**src/rtl/ide_irq_pkg.sv**
```systemverilog
package ide_irq_pkg;
  localparam int NUM_CH  = 2;
  localparam int DATA_W  = 8;
  localparam int ADDR_W  = 2;

  localparam logic [ADDR_W-1:0] OFS_CH0_STAT = 2'd2;
  localparam logic [ADDR_W-1:0] OFS_MASK     = 2'd3;

  // Bit positions that software decodes
  localparam int TST_GUARD_BIT  = 7;
  localparam int TST_LEGACY_BIT = 1;
  localparam int TST_TEST_BIT   = 0;
  localparam int MSK_HDR_BIT    = 4;
  localparam int MSK_BM1_BIT    = 3;
  localparam int MSK_DRV1_BIT   = 2;
endpackage

```
**src/rtl/ide_irq_chan.sv**
```systemverilog
module ide_irq_chan (
  input  logic clk,
  input  logic rst_n,
  input  logic drv_raw,
  input  logic bm_pulse,
  input  logic bm_clr,
  input  logic mask,
  input  logic pol_low,
  output logic drv_stat,
  output logic bm_stat,
  output logic irq_out
);
  logic drv_d, bm_d;

  always_comb begin
    drv_d = drv_raw;
    bm_d  = bm_stat;
    if (bm_clr)   bm_d = 1'b0;
    if (bm_pulse) bm_d = 1'b1;   // a completion is never lost to a clear
  end

  always_ff @(posedge clk or negedge rst_n) begin
    if (!rst_n) begin
      drv_stat <= 1'b0;
      bm_stat  <= 1'b0;
    end else begin
      drv_stat <= drv_d;
      bm_stat  <= bm_d;
    end
  end

  logic active;
  always_comb begin
    active  = (drv_stat | bm_stat) & ~mask;
    irq_out = active ^ pol_low;
  end
endmodule

```
**src/rtl/ide_irq_regs.sv**
```systemverilog
module ide_irq_regs
  import ide_irq_pkg::*;
(
  input  logic                  clk,
  input  logic                  rst_n,
  input  logic                  reg_wr,
  input  logic [ADDR_W-1:0]     reg_addr,
  input  logic [DATA_W-1:0]     reg_wdata,
  input  logic [NUM_CH-1:0]     drv_stat,
  input  logic [NUM_CH-1:0]     bm_stat,
  input  logic                  legacy_hdr,
  output logic [NUM_CH-1:0]     mask_q,
  output logic                  legacy_q,
  output logic                  test_q,
  output logic [DATA_W-1:0]     reg_rdata
);
  logic              mask_en, tst_en;
  logic [NUM_CH-1:0] mask_d;
  logic              legacy_d, test_d;

  always_comb begin
    mask_en  = reg_wr && (reg_addr == OFS_MASK);
    tst_en   = reg_wr && (reg_addr == OFS_CH0_STAT) && reg_wdata[TST_GUARD_BIT];
    mask_d   = reg_wdata[NUM_CH-1:0];
    legacy_d = reg_wdata[TST_LEGACY_BIT];
    test_d   = reg_wdata[TST_TEST_BIT];
  end

  always_ff @(posedge clk or negedge rst_n) begin
    if (!rst_n) begin
      mask_q <= '0;
    end else if (mask_en) begin
      mask_q <= mask_d;
    end
  end

  always_ff @(posedge clk or negedge rst_n) begin
    if (!rst_n) begin
      legacy_q <= 1'b0;
      test_q   <= 1'b0;
    end else if (tst_en) begin
      legacy_q <= legacy_d;
      test_q   <= test_d;
    end
  end

  always_comb begin
    reg_rdata = '0;
    unique case (reg_addr)
      OFS_CH0_STAT: begin
        reg_rdata[0] = drv_stat[0];
        reg_rdata[1] = bm_stat[0];
      end
      OFS_MASK: begin
        reg_rdata[NUM_CH-1:0]   = mask_q;
        reg_rdata[MSK_DRV1_BIT] = drv_stat[1];
        reg_rdata[MSK_BM1_BIT]  = bm_stat[1];
        reg_rdata[MSK_HDR_BIT]  = legacy_hdr;
      end
      default: reg_rdata = '0;
    endcase
  end
endmodule

```
**src/rtl/ide_irq_unit.sv**
```systemverilog
module ide_irq_unit
  import ide_irq_pkg::*;
(
  input  logic              clk,
  input  logic              rst_n,
  input  logic              reg_wr,
  input  logic [1:0]        reg_addr,
  input  logic [7:0]        reg_wdata,
  output logic [7:0]        reg_rdata,
  input  logic [1:0]        drv_irq,
  input  logic [1:0]        bm_done,
  input  logic [1:0]        dma_start_wr,
  input  logic [1:0]        pol_low,
  input  logic              legacy_hdr,
  output logic [1:0]        host_irq,
  output logic              legacy_mode,
  output logic              test_mode
);
  logic [1:0]        rst_pipe;
  logic              rst_sync_n;
  logic [NUM_CH-1:0] drv_stat, bm_stat, mask_q;

  always_ff @(posedge clk or negedge rst_n) begin
    if (!rst_n) rst_pipe <= 2'b00;
    else        rst_pipe <= {rst_pipe[0], 1'b1};
  end
  assign rst_sync_n = rst_pipe[1];

  for (genvar c = 0; c < NUM_CH; c++) begin : g_ch
    ide_irq_chan u_chan (
      .clk      (clk),
      .rst_n    (rst_sync_n),
      .drv_raw  (drv_irq[c]),
      .bm_pulse (bm_done[c]),
      .bm_clr   (dma_start_wr[c]),
      .mask     (mask_q[c]),
      .pol_low  (pol_low[c]),
      .drv_stat (drv_stat[c]),
      .bm_stat  (bm_stat[c]),
      .irq_out  (host_irq[c])
    );
  end

  ide_irq_regs u_regs (
    .clk        (clk),
    .rst_n      (rst_sync_n),
    .reg_wr     (reg_wr),
    .reg_addr   (reg_addr),
    .reg_wdata  (reg_wdata),
    .drv_stat   (drv_stat),
    .bm_stat    (bm_stat),
    .legacy_hdr (legacy_hdr),
    .mask_q     (mask_q),
    .legacy_q   (legacy_mode),
    .test_q     (test_mode),
    .reg_rdata  (reg_rdata)
  );
endmodule

```
**config.mk**
```make
export PLATFORM = sky130hd
export DESIGN_NAME = ide_irq_unit
export DESIGN_NICKNAME = d
export VERILOG_FILES = /design/src/rtl/ide_irq_pkg.sv /design/src/rtl/ide_irq_chan.sv /design/src/rtl/ide_irq_regs.sv /design/src/rtl/ide_irq_unit.sv
export SDC_FILE = /design/constraint.sdc
export NUM_CORES = 1
export LEC_CHECK = 0
export ABC_AREA = 1
export BUFFER_PORTS_ARGS = -buffer_cell sky130_fd_sc_hd__buf_4
export CORE_MARGIN = 2
export CORE_UTILIZATION = 35
export DETAILED_ROUTE_END_ITERATION = 8
export GPL_ROUTABILITY_DRIVEN = 0
export PLACE_DENSITY = 0.82
export SYNTH_ARGS = -nofsm -noshare
export SYNTH_HDL_FRONTEND = slang
export SYNTH_SLANG_ARGS = --single-unit
```
**constraint.sdc**
```tcl
create_clock -name clk -period 0.8 [get_ports clk]
set_input_delay 0.08 -clock clk [delete_from_list [all_inputs] [get_ports clk]]
set_output_delay 0.08 -clock clk [all_outputs]
set_load 0.01 [all_outputs]
```
==> summary.md, run 1 <==
| Metric | Value |
|---|---|
| Status | finished, violations left |
| Failing checks | setup timing |
| TritonCTS clock tree | yes |
| Residual DRC | 0 |
| WL/cell | 10.1 um |
| Crit path launch | g_ch[1].u_chan.drv_stat$_DFF_PN0_ |
| Tot Pwr | 1.33 mW |
| Die area | 0.00173 mm2 |
| Commonest cells after routing, fill and taps aside | buf_4, nand2_1, dfrtp_1, inv_2, buf_6 |
| CP Launch Type | flop |
| Worst Path Arrival | 1010 ps |
| Grt total ovfl | 0 |
| Area of the core | 0.00132 mm2 |
| Yosys warnings | 0 |
| Die W | 41.6 um |
| Syn avg cell area | 7.84 um2 |
| R2R Path Start | g_ch[0].u_chan.bm_stat$_DFFE_PN0P_ |
| CTS max path bufs | 2 |
| Power density over the cells | 1580 mW/mm2 |
| Switching share of power | 27.1% |
| PnR worst setup slack | -292 ps |
| HP Start | bm_done[1] |
| Vias in the first global route | 468 |
| Share of cells above drive strength 1 | 47.0% |
| Switching Power | 0.360 mW |
| I/O Buffers | 25 |
| Fillers | 111 |
| Initial Util | 37.5% |
| VDD IR-drop max | 1.08 mV |
| Die height | 41.6 um |
| Via Count | 497 |
| Ant. Diodes | 0 |
| Final hold violation count | 0 |
| Clock latency on the worst-skew pair | 260 ps |
| Highest clock rate | 916 MHz |
| Clk sinks | 10 |
| H-tree levels | 1 |
| Reg clk slew, reported paths | 60 ps |
| Nets | 124 |
| Crit Path Category | flop to output pin |
| Sequential Power Share | 44.8% |
| Largest net degree at the start of global routing | 9 |
| Placed wire-length estimate | 859 um |
| Synth Instances | 63 |
| Antenna violations before repair | 0 |
| Period minus WS final | 1090 ps |
| Max Slew Vio Count | 0 |
| CTS buffer count | 3 |
| Routed WL | 1160 um |
| Max-cap viol count | 0 |
| Unrepaired setup endpoints after global routing | yes |
| Setup Skew | 2.87 ps |
| Starting DRT DRC Count | 8 |
| WP data required | 720 ps |
| Synth unique cells | 12 |
| Combinational share of power | 30.8% |
| Area growth, synth to finish | 69.9% |
| Final Cycle Share | 136% |
| Vias per cell | 4.32 |
| Lkg Pwr | 0.479 nW |
| FP Rows | 13 |
| Flops & latches, synth | 10 |
| # setup viols final | 9 |
| Root buffer cell | clkbuf_4 |
| Final ANT Viol Nets | 0 |
| Hold WC Path Type | input pin to flop |
| Share of the yosys chip area belonging to registers | 50.6% |
| DP Cell Count | 104 |
| GR Util All Layers | 14.7% |
| Commonest non-fill, non-tap cell in the layout | buf_4 |
| IO Pins | 34 |
| Netlist Area Pre-Place | 494 um2 |
| Worst setup EP type | output pin |
| Pint | 0.969 mW |
| Fin cells | 115 |
| Finished Cell Area | 840 um2 |
| Place WS | -54.2 ps |
| Worst-path fanout max | 2 |
| First-pass DRT Iterations | 4 |
| First-pass GRT wire length | 1900 um |
| Dpl cell area | 701 um2 |
| Clock power share | 24.5% |
kinds of logic after synthesis:
logic type / count (synthesis) / synth area share (%)
AOI/OAI and AO/OA: 4 / 5.57
buffers and inverters: 16 / 16.0
DFF: 10 / 50.6
other: 2 / 1.52
and+or+nand+nor: 31 / 26.3
stage by stage:
| step | util [%] | hold WS, ps | TNS, ps |
|---|---|---|---|
| global placement | 53.2 | -137 | -43.5 |
| global route | 63.7 | 21.5 | -2130 |
| floorplan | - | -216 | 0 |
| finish | 63.7 | 18.9 | -1660 |
| CTS | 61.5 | 16.3 | -1750 |
| detailed placement | 53.2 | -136 | -97.9 |
layout make-up:
class	instances	area [um2]	share of cell area, %
Inverter	11	41.3	4.92
Timing Repair Buffer	37	313	37.3
Sequential cell	10	250	29.8
Multi-Input combinational cell	39	194	23.1
Clock buffer	3	22.5	2.68
Tap cell	15	18.8	2.24
power by group through the flow:
stage	Clock [mW]	Sequential [mW]	Combinational, mW
floorplan	0	0.600	0.162
global placement	0	0.595	0.315
detailed placement	0	0.597	0.326
CTS	0.336	0.595	0.387
global route	0.358	0.601	0.449
finish	0.325	0.595	0.409
sequential cells by signal (all words and copies together), names as in the netlist:
signal and cells:
u_regs.mask_q 2, rst_pipe 2, u_regs.test_q 1, g_ch.u_chan.bm_stat 2, u_regs.legacy_q 1, g_ch.u_chan.drv_stat 2
synthesized netlist by cell type:
cell type / n / area [um2]
buf_4: 5 / 37.5
conb_1: 2 / 7.51
dfrtp_1: 10 / 250
inv_1: 10 / 37.5
inv_2: 1 / 3.75
nand2_1: 22 / 82.6
nand3_1: 3 / 15.0
nand3b_1: 2 / 15.0
nor2_1: 3 / 11.3
nor2_2: 1 / 6.26
o21bai_1: 2 / 15.0
o22ai_1: 2 / 12.5
per-layer routing:
layer,wire length [um],part of all wire (%),up-vias,global-route usage (%)
met5,0,0,-,0
met4,14,1.2,0,7.74
met3,93,8.0,2,4.35
met2,660,57,22,27.2
met1,394,34,219,14.4
li1,-,-,254,-
critical path, stage by stage (launching register included):
cell	delay [ps]
dfrtp_1	380
inv_2	70
nand2_2	50
nand2_1	50
nand2_1	40
nand2_1	60
buf_6	100
worst paths after layout:
path | endpoint | slack, ps | cells past startpoint
worst max register to register | g_ch[0].u_chan.bm_stat$_DFFE_PN0P_ | 0 | 4
worst min-delay path | g_ch[1].u_chan.bm_stat$_DFFE_PN0P_ | 20 | 2
max in group asynchronous | g_ch[0].u_chan.bm_stat$_DFFE_PN0P_ | 430 | 0
worst max-delay path | host_irq[1] | -290 | 6
worst min register to register | u_regs.mask_q[1]$_DFFE_PN0P_ | 130 | 0
min in group asynchronous | u_regs.mask_q[1]$_DFFE_PN0P_ | 130 | 0
timing repair:
item	CTS	global route
endpoints found under the hold margin	6	0
setup endpoints to repair	8	9
buffers inserted	2	1
resized for setup	9	8
hold buffers	5	0
pin swaps	3	2
Note: power is estimated with default switching activity, not from simulation.
==> inputs of run 2 (changes only) <==
Settings changed: SYNTH_HIERARCHICAL from default to 1.
==> summary.md, run 2 <==
| Metric | Value |
|---|---|
| Dpl cell area | 714 um2 (+2.0%) |
| Final hold violation count | 0 (unchanged) |
| Root buffer cell | clkbuf_4 |
| Hold path depth | 2 (unchanged) |
| Netlist Area Pre-Place | 508 um2 (+2.8%) |
| Synth async-reset ratio | 100% (unchanged) |
| Share of the yosys chip area belonging to registers | 49.3% (-1.4 points) |
| Tot Pwr | 1.35 mW (+1.6%) |
| Residual DRC | 0 (unchanged) |
| Leading area contributor after synthesis | dfrtp_1 |
| Synth Instances | 69 (+9.5%) |
| Share of cells above drive strength 1 | 41.7% (-5.3 points) |
| Die area | 0.00177 mm2 (+2.5%) |
| Max Slew Vio Count | 0 (unchanged) |
| Share of the synthesized area in the top cell type | 49.3% (-1.4 points) |
| Worst-path fanout max | 3 (+1) |
| # setup viols final | 10 (+1) |
| Sequential Power Share | 44.9% (about the same) |
| Switching Power | 0.369 mW (+2.6%) |
| WP data required | 720 ps (about the same) |
| Initial Util | 38.1% (+0.57 points) |
| Setup Skew | 6.17 ps (+3.30 ps) |
| CTS max path bufs | 2 (unchanged) |
| Worst setup EP type | output pin |
| Flops & latches, synth | 10 (unchanged) |
| Area growth, synth to finish | 70.0% (about the same) |
| Syn avg cell area | 7.36 um2 (-6.2%) |
| Die height | 42.1 um (+1.3%) |
| WL/cell | 10.6 um (+4.4%) |
| Final ANT Viol Nets | 0 (unchanged) |
| Starting DRT DRC Count | 7 (-1) |
| Max-cap viol count | 0 (unchanged) |
| Die W | 42.1 um (+1.3%) |
| TritonCTS clock tree | yes |
| Finished Cell Area | 863 um2 (+2.8%) |
| Hold WC Path Type | input pin to flop |
| Period minus WS final | 1120 ps (+26.8 ps) |
| Vias in the first global route | 551 (+18%) |
| Clock latency on the worst-skew pair | 250 ps (about the same) |
| Area of the core | 0.00133 mm2 (+1.2%) |
| Ant. Diodes | 0 (unchanged) |
| Grt total ovfl | 0 (unchanged) |
| Flip-flop and latch area | 250 um2 (unchanged) |
| VDD IR-drop max | 0.930 mV (-14%) |
| Highest clock rate | 894 MHz (-2.4%) |
| Routed WL | 1300 um (+12%) |
| First-pass GRT wire length | 2060 um (+8.0%) |
| Antenna violations before repair | 0 (unchanged) |
| Synth top area cells | dfrtp_1, nand2_1, inv_1 |
| Failing checks | setup timing |
| Synth unique cells | 12 (unchanged) |
| Combinational share of power | 31.6% (+0.8 points) |
| Hold slack | 28.8 ps (+9.90 ps) |
| CP Launch Type | flop |
| Multi-input logic area | 203 um2 (+4.5%) |
| DP Cell Count | 110 (+5.8%) |
| Yosys warnings | 6 (+6) |
| Dominant synthesized flop cell | dfrtp_1 |
| Final Cycle Share | 140% (+3.3 points) |
| Commonest cells after routing, fill and taps aside | buf_4, nand2_1, inv_1, dfrtp_1, buf_6 |
| Fin cells | 123 (+7.0%) |
| Reg clk slew, reported paths | 60 ps (about the same) |
| Unrepaired setup endpoints after global routing | yes |
| Pint | 0.981 mW (+1.2%) |
| Top post-synthesis cells by count | nand2_1, inv_1, dfrtp_1 |
| Commonest non-fill, non-tap cell in the layout | buf_4 |
| IO Pins | 34 (unchanged) |
| I/O Buffers | 25 (unchanged) |
| FP Rows | 13 (unchanged) |
| Placed wire-length estimate | 910 um (+5.9%) |
| Count leader, synth | nand2_1 |
| Status | finished, violations left |
| Switching share of power | 27.4% (+0.28 points) |
| Post-synth EDFFs | 0 (unchanged) |
| Power density over the cells | 1560 mW/mm2 (-1.2%) |
| Crit Path Category | flop to output pin |
| Vias per cell | 4.30 (-0.48%) |
| Fillers | 116 (+4.5%) |
| Via Count | 529 (+6.4%) |
| Clk sinks | 10 (unchanged) |
| Clock power share | 23.6% (-0.9 points) |
| Worst r2r path cells | 5 (+1) |
| Nets | 132 (+6.5%) |
| GR Util All Layers | 15.2% (+0.48 points) |
| CTS buffer count | 3 (unchanged) |
| H-tree levels | 1 (unchanged) |
| Largest net degree at the start of global routing | 9 (unchanged) |
| Lkg Pwr | 0.520 nW (+8.6%) |
| Worst Path Arrival | 1040 ps (+30 ps) |
| First-pass DRT Iterations | 4 (unchanged) |
| PnR worst setup slack | -319 ps (-26.7 ps) |
run 2: final cells by class:
class	count	area share [%]
repair buffers	37	36.2
flip-flops and latches	10	29.0
multi-input cells	43	23.5
inverters	15	6.52
clock buffers	3	2.61
well taps	15	2.17
run 2: routing by layer:
metal / GRT usage (%) / up-vias / wire length (um)
met5: 0 / - / 0
met4: 7.50 / 0 / 10
met3: 1.72 / 2 / 63
met2: 30.9 / 18 / 723
met1: 14.5 / 240 / 501
li1: - / 269 / -
run 2: final timing paths:
check,from,to,slack (ps)
setup / recovery,g_ch[0].u_chan/bm_stat$_DFFE_PN0P_,host_irq[0],-320
hold reg to reg,rst_pipe[1]$_DFF_PN0_,u_regs/mask_q[0]$_DFFE_PN0P_,120
min in group asynchronous,rst_pipe[1]$_DFF_PN0_,u_regs/mask_q[0]$_DFFE_PN0P_,120
setup reg to reg,g_ch[0].u_chan/bm_stat$_DFFE_PN0P_,g_ch[0].u_chan/bm_stat$_DFFE_PN0P_,-200
hold / removal,bm_done[0],g_ch[0].u_chan/bm_stat$_DFFE_PN0P_,30
max in group asynchronous,rst_pipe[1]$_DFF_PN0_,u_regs/mask_q[1]$_DFFE_PN0P_,440
run 2: worst max-delay path: stages (launching register included):
cell and delay [ps]:
dfrtp_1 410, inv_1 80, nand2_1 50, nand3_1 60
nand2_1 70, buf_6 120
run 2: repair_timing:
action | CTS | global route
hold buffers | 5 | 0
endpoints found under the setup margin | 8 | 9
cloned | 0 | 0
pin swaps | 7 | 1
hold endpoints to repair | 6 | 0
resized for setup | 6 | 6
setup buffers | 4 | 1
run 2: cell families after synthesis:
group	count (synthesis)	synth area share, %
simple gates	35	28.8
buf+inv	18	15.5
flops	10	49.3
compound gates	4	4.93
other cells	2	1.48
run 2: power groups by stage:
| stage | logic, mW | registers, mW | clock network (mW) |
|---|---|---|---|
| 2_1_floorplan | 0.141 | 0.609 | 0 |
| 3_3_place_gp | 0.300 | 0.605 | 0 |
| 3_5_place_dp | 0.310 | 0.608 | 0 |
| 4_1_cts | 0.389 | 0.602 | 0.334 |
| 5_1_grt | 0.466 | 0.611 | 0.368 |
| 6_report | 0.426 | 0.606 | 0.318 |
run 2: per-stage QoR:
stage / worst slack [ps] / utilization (%) / setup TNS [ps]
2_1_floorplan: 89.7 / - / 0
3_3_place_gp: -8.84 / 53.6 / -17.2
3_5_place_dp: -46.2 / 53.6 / -64.1
4_1_cts: -320 / 62.7 / -1700
5_1_grt: -389 / 64.7 / -2260
6_report: -319 / 64.7 / -1740
==> inputs of run 3 (changes only) <==
Settings changed: CORE_MARGIN 2 to 8, HOLD_SLACK_MARGIN from default to 0.06.
==> summary.md, run 3 (synthesis results as in run 2) <==
| Metric | Value |
|---|---|
| Clk sinks | 10 (unchanged) |
| WL/cell | 12.6 um (+19%) |
| Final ANT Viol Nets | 0 (unchanged) |
| Worst Path Arrival | 1050 ps (about the same) |
| Layout Utilization | 67.7% (+3.0 points) |
| Die height | 54.1 um (+29%) |
| Final hold violation count | 0 (unchanged) |
| Vias in the first global route | 598 (+8.5%) |
| Worst setup EP type | output pin |
| Failing checks | setup timing |
| Routed WL | 1580 um (+22%) |
| Tot Pwr | 1.37 mW (+1.3%) |
| VDD IR-drop max | 1.06 mV (+14%) |
| IO Pins | 34 (unchanged) |
| Root buffer cell | clkbuf_4 |
| Area growth, synth to finish | 77.8% |
| Via Count | 547 (+3.4%) |
| GR Util All Layers | 11.2% (-4.0 points) |
| Max-cap viol count | 0 (unchanged) |
| TritonCTS clock tree | yes |
| Highest clock rate | 887 MHz (-0.81%) |
| Status | finished, violations left |
| Power density over the cells | 1510 mW/mm2 (-3.2%) |
| CP endpoint | host_irq[0] |
| Commonest cells after routing, fill and taps aside | nand2_1, buf_4, inv_1, dfrtp_1 |
| R2r setup slk | -100 ps (+100 ps) |
| Worst r2r path cells | 4 (-1) |
| PnR worst setup slack | -328 ps (-9.12 ps) |
| Ant. Diodes | 0 (unchanged) |
| Crit Path Category | flop to output pin |
| Initial Util | 38.1% (unchanged) |
| Hold WC Path Type | input pin to flop |
| # setup viols final | 9 (-1) |
| Die area | 0.00293 mm2 (+65%) |
| First-pass GRT wire length | 2420 um (+18%) |
| Unrepaired setup endpoints after global routing | yes |
| Largest net degree at the start of global routing | 9 (unchanged) |
| Reg clk slew, reported paths | 60 ps (about the same) |
| FP Rows | 13 (unchanged) |
| Starting DRT DRC Count | 3 (-4) |
| CP Launch Type | flop |
| WP data required | 720 ps (about the same) |
| Hold slack | 125 ps (+95.9 ps) |
| Area of the core | 0.00133 mm2 (unchanged) |
| CTS buffer count | 3 (unchanged) |
| Clock latency on the worst-skew pair | 250 ps (about the same) |
| DP Cell Count | 111 (+0.91%) |
| First-pass DRT Iterations | 4 (unchanged) |
| Worst-path fanout max | 3 (unchanged) |
| Period minus WS final | 1130 ps (+9.12 ps) |
| Fillers | 103 (-11%) |
| Crit path launch | g_ch[0].u_chan/bm_stat$_DFFE_PN0P_ |
| Setup Skew | 1.46 ps (-4.71 ps) |
| Fin cells | 126 (+2.4%) |
| I/O Buffers | 25 (unchanged) |
| H-tree levels | 1 (unchanged) |
| Vias per cell | 4.34 (+0.94%) |
| Grt total ovfl | 0 (unchanged) |
| Nets | 135 (+2.3%) |
| Lkg Pwr | 0.530 nW (+2.0%) |
| Max Slew Vio Count | 0 (unchanged) |
| Placed wire-length estimate | 1060 um (+16%) |
| Antenna violations before repair | 0 (unchanged) |
| Residual DRC | 0 (unchanged) |
| Reg2reg end | g_ch[0].u_chan/bm_stat$_DFFE_PN0P_ |
| R2R Path Start | g_ch[0].u_chan/bm_stat$_DFFE_PN0P_ |
| Final Cycle Share | 141% (+1.1 points) |
| Die W | 54.1 um (+29%) |
| CTS max path bufs | 2 (unchanged) |
| Share of cells above drive strength 1 | 40.5% (-1.1 points) |
-- run 3: cell types whose count changed in the layout (fill, tap and decap cells not counted), sizes merged --
| cell | delta |
|---|---|
| buf | -1 |
| dlygate4sd3 | +4 |
-- run 3: report_power, final --
part | total, mW | leakage [nW] | internal, mW | switching, mW
registers | 0.605 | 0.118 | 0.558 | 0.0470
logic | 0.438 | 0.398 | 0.255 | 0.183
clock network | 0.324 | 0.0138 | 0.173 | 0.151
-- run 3: metrics by stage --
stage                     setup slack, ps  TNS [ps]  area [um2]
after floorplan                      89.7         0         515
after global placement              -10.9     -21.3         722
after detailed placement            -42.3     -67.6         722
after CTS                            -310     -1780         883
after global routing                 -386     -2080         903
final                                -328     -1710         903
-- run 3: how the worst min path moves through the flow --
stage / from / to / depth (start not counted)
after floorplan: rst_n / rst_pipe[0]$_DFF_PN0_ / 0
after global placement: rst_n / rst_pipe[0]$_DFF_PN0_ / 1
after detailed placement: rst_n / rst_pipe[0]$_DFF_PN0_ / 1
after CTS: reg_wr / u_regs/mask_q[0]$_DFFE_PN0P_ / 4
after global routing: rst_n / rst_pipe[1]$_DFF_PN0_ / 2
final: reg_wr / u_regs/mask_q[0]$_DFFE_PN0P_ / 4
-- run 3: area by class of cell --
| class | instances | area, um2 | share of cell area [%] |
|---|---|---|---|
| Clock buffer | 3 | 22.5 | 2.49 |
| Inverter | 15 | 56.3 | 6.23 |
| Multi-Input combinational cell | 43 | 199 | 22.0 |
| Sequential cell | 10 | 250 | 27.7 |
| Tap cell | 15 | 18.8 | 2.08 |
| Timing Repair Buffer | 40 | 357 | 39.5 |
-- run 3: what timing repair did --
action                                  in CTS  in global routing
buffers inserted                             4                  1
endpoints found under the hold margin        8                  0
gates resized for setup                      6                 10
endpoints found under the setup margin       8                  9
pin swaps                                    8                  5
hold buffers                                 9                  0
-- run 3: worst max-delay path, cell delays in order, from the launching register on --
cell	delay, ps
dfrtp_1	410
inv_2	80
nand2_1	60
nand3_1	60
nand2_1	70
buf_6	120
-- run 3: routing by layer --
metal	routed length (um)	global-route usage, %
met4	25	6.15
met1	597	10.5
met2	799	20.8
met3	160	3.58
met5	0	0
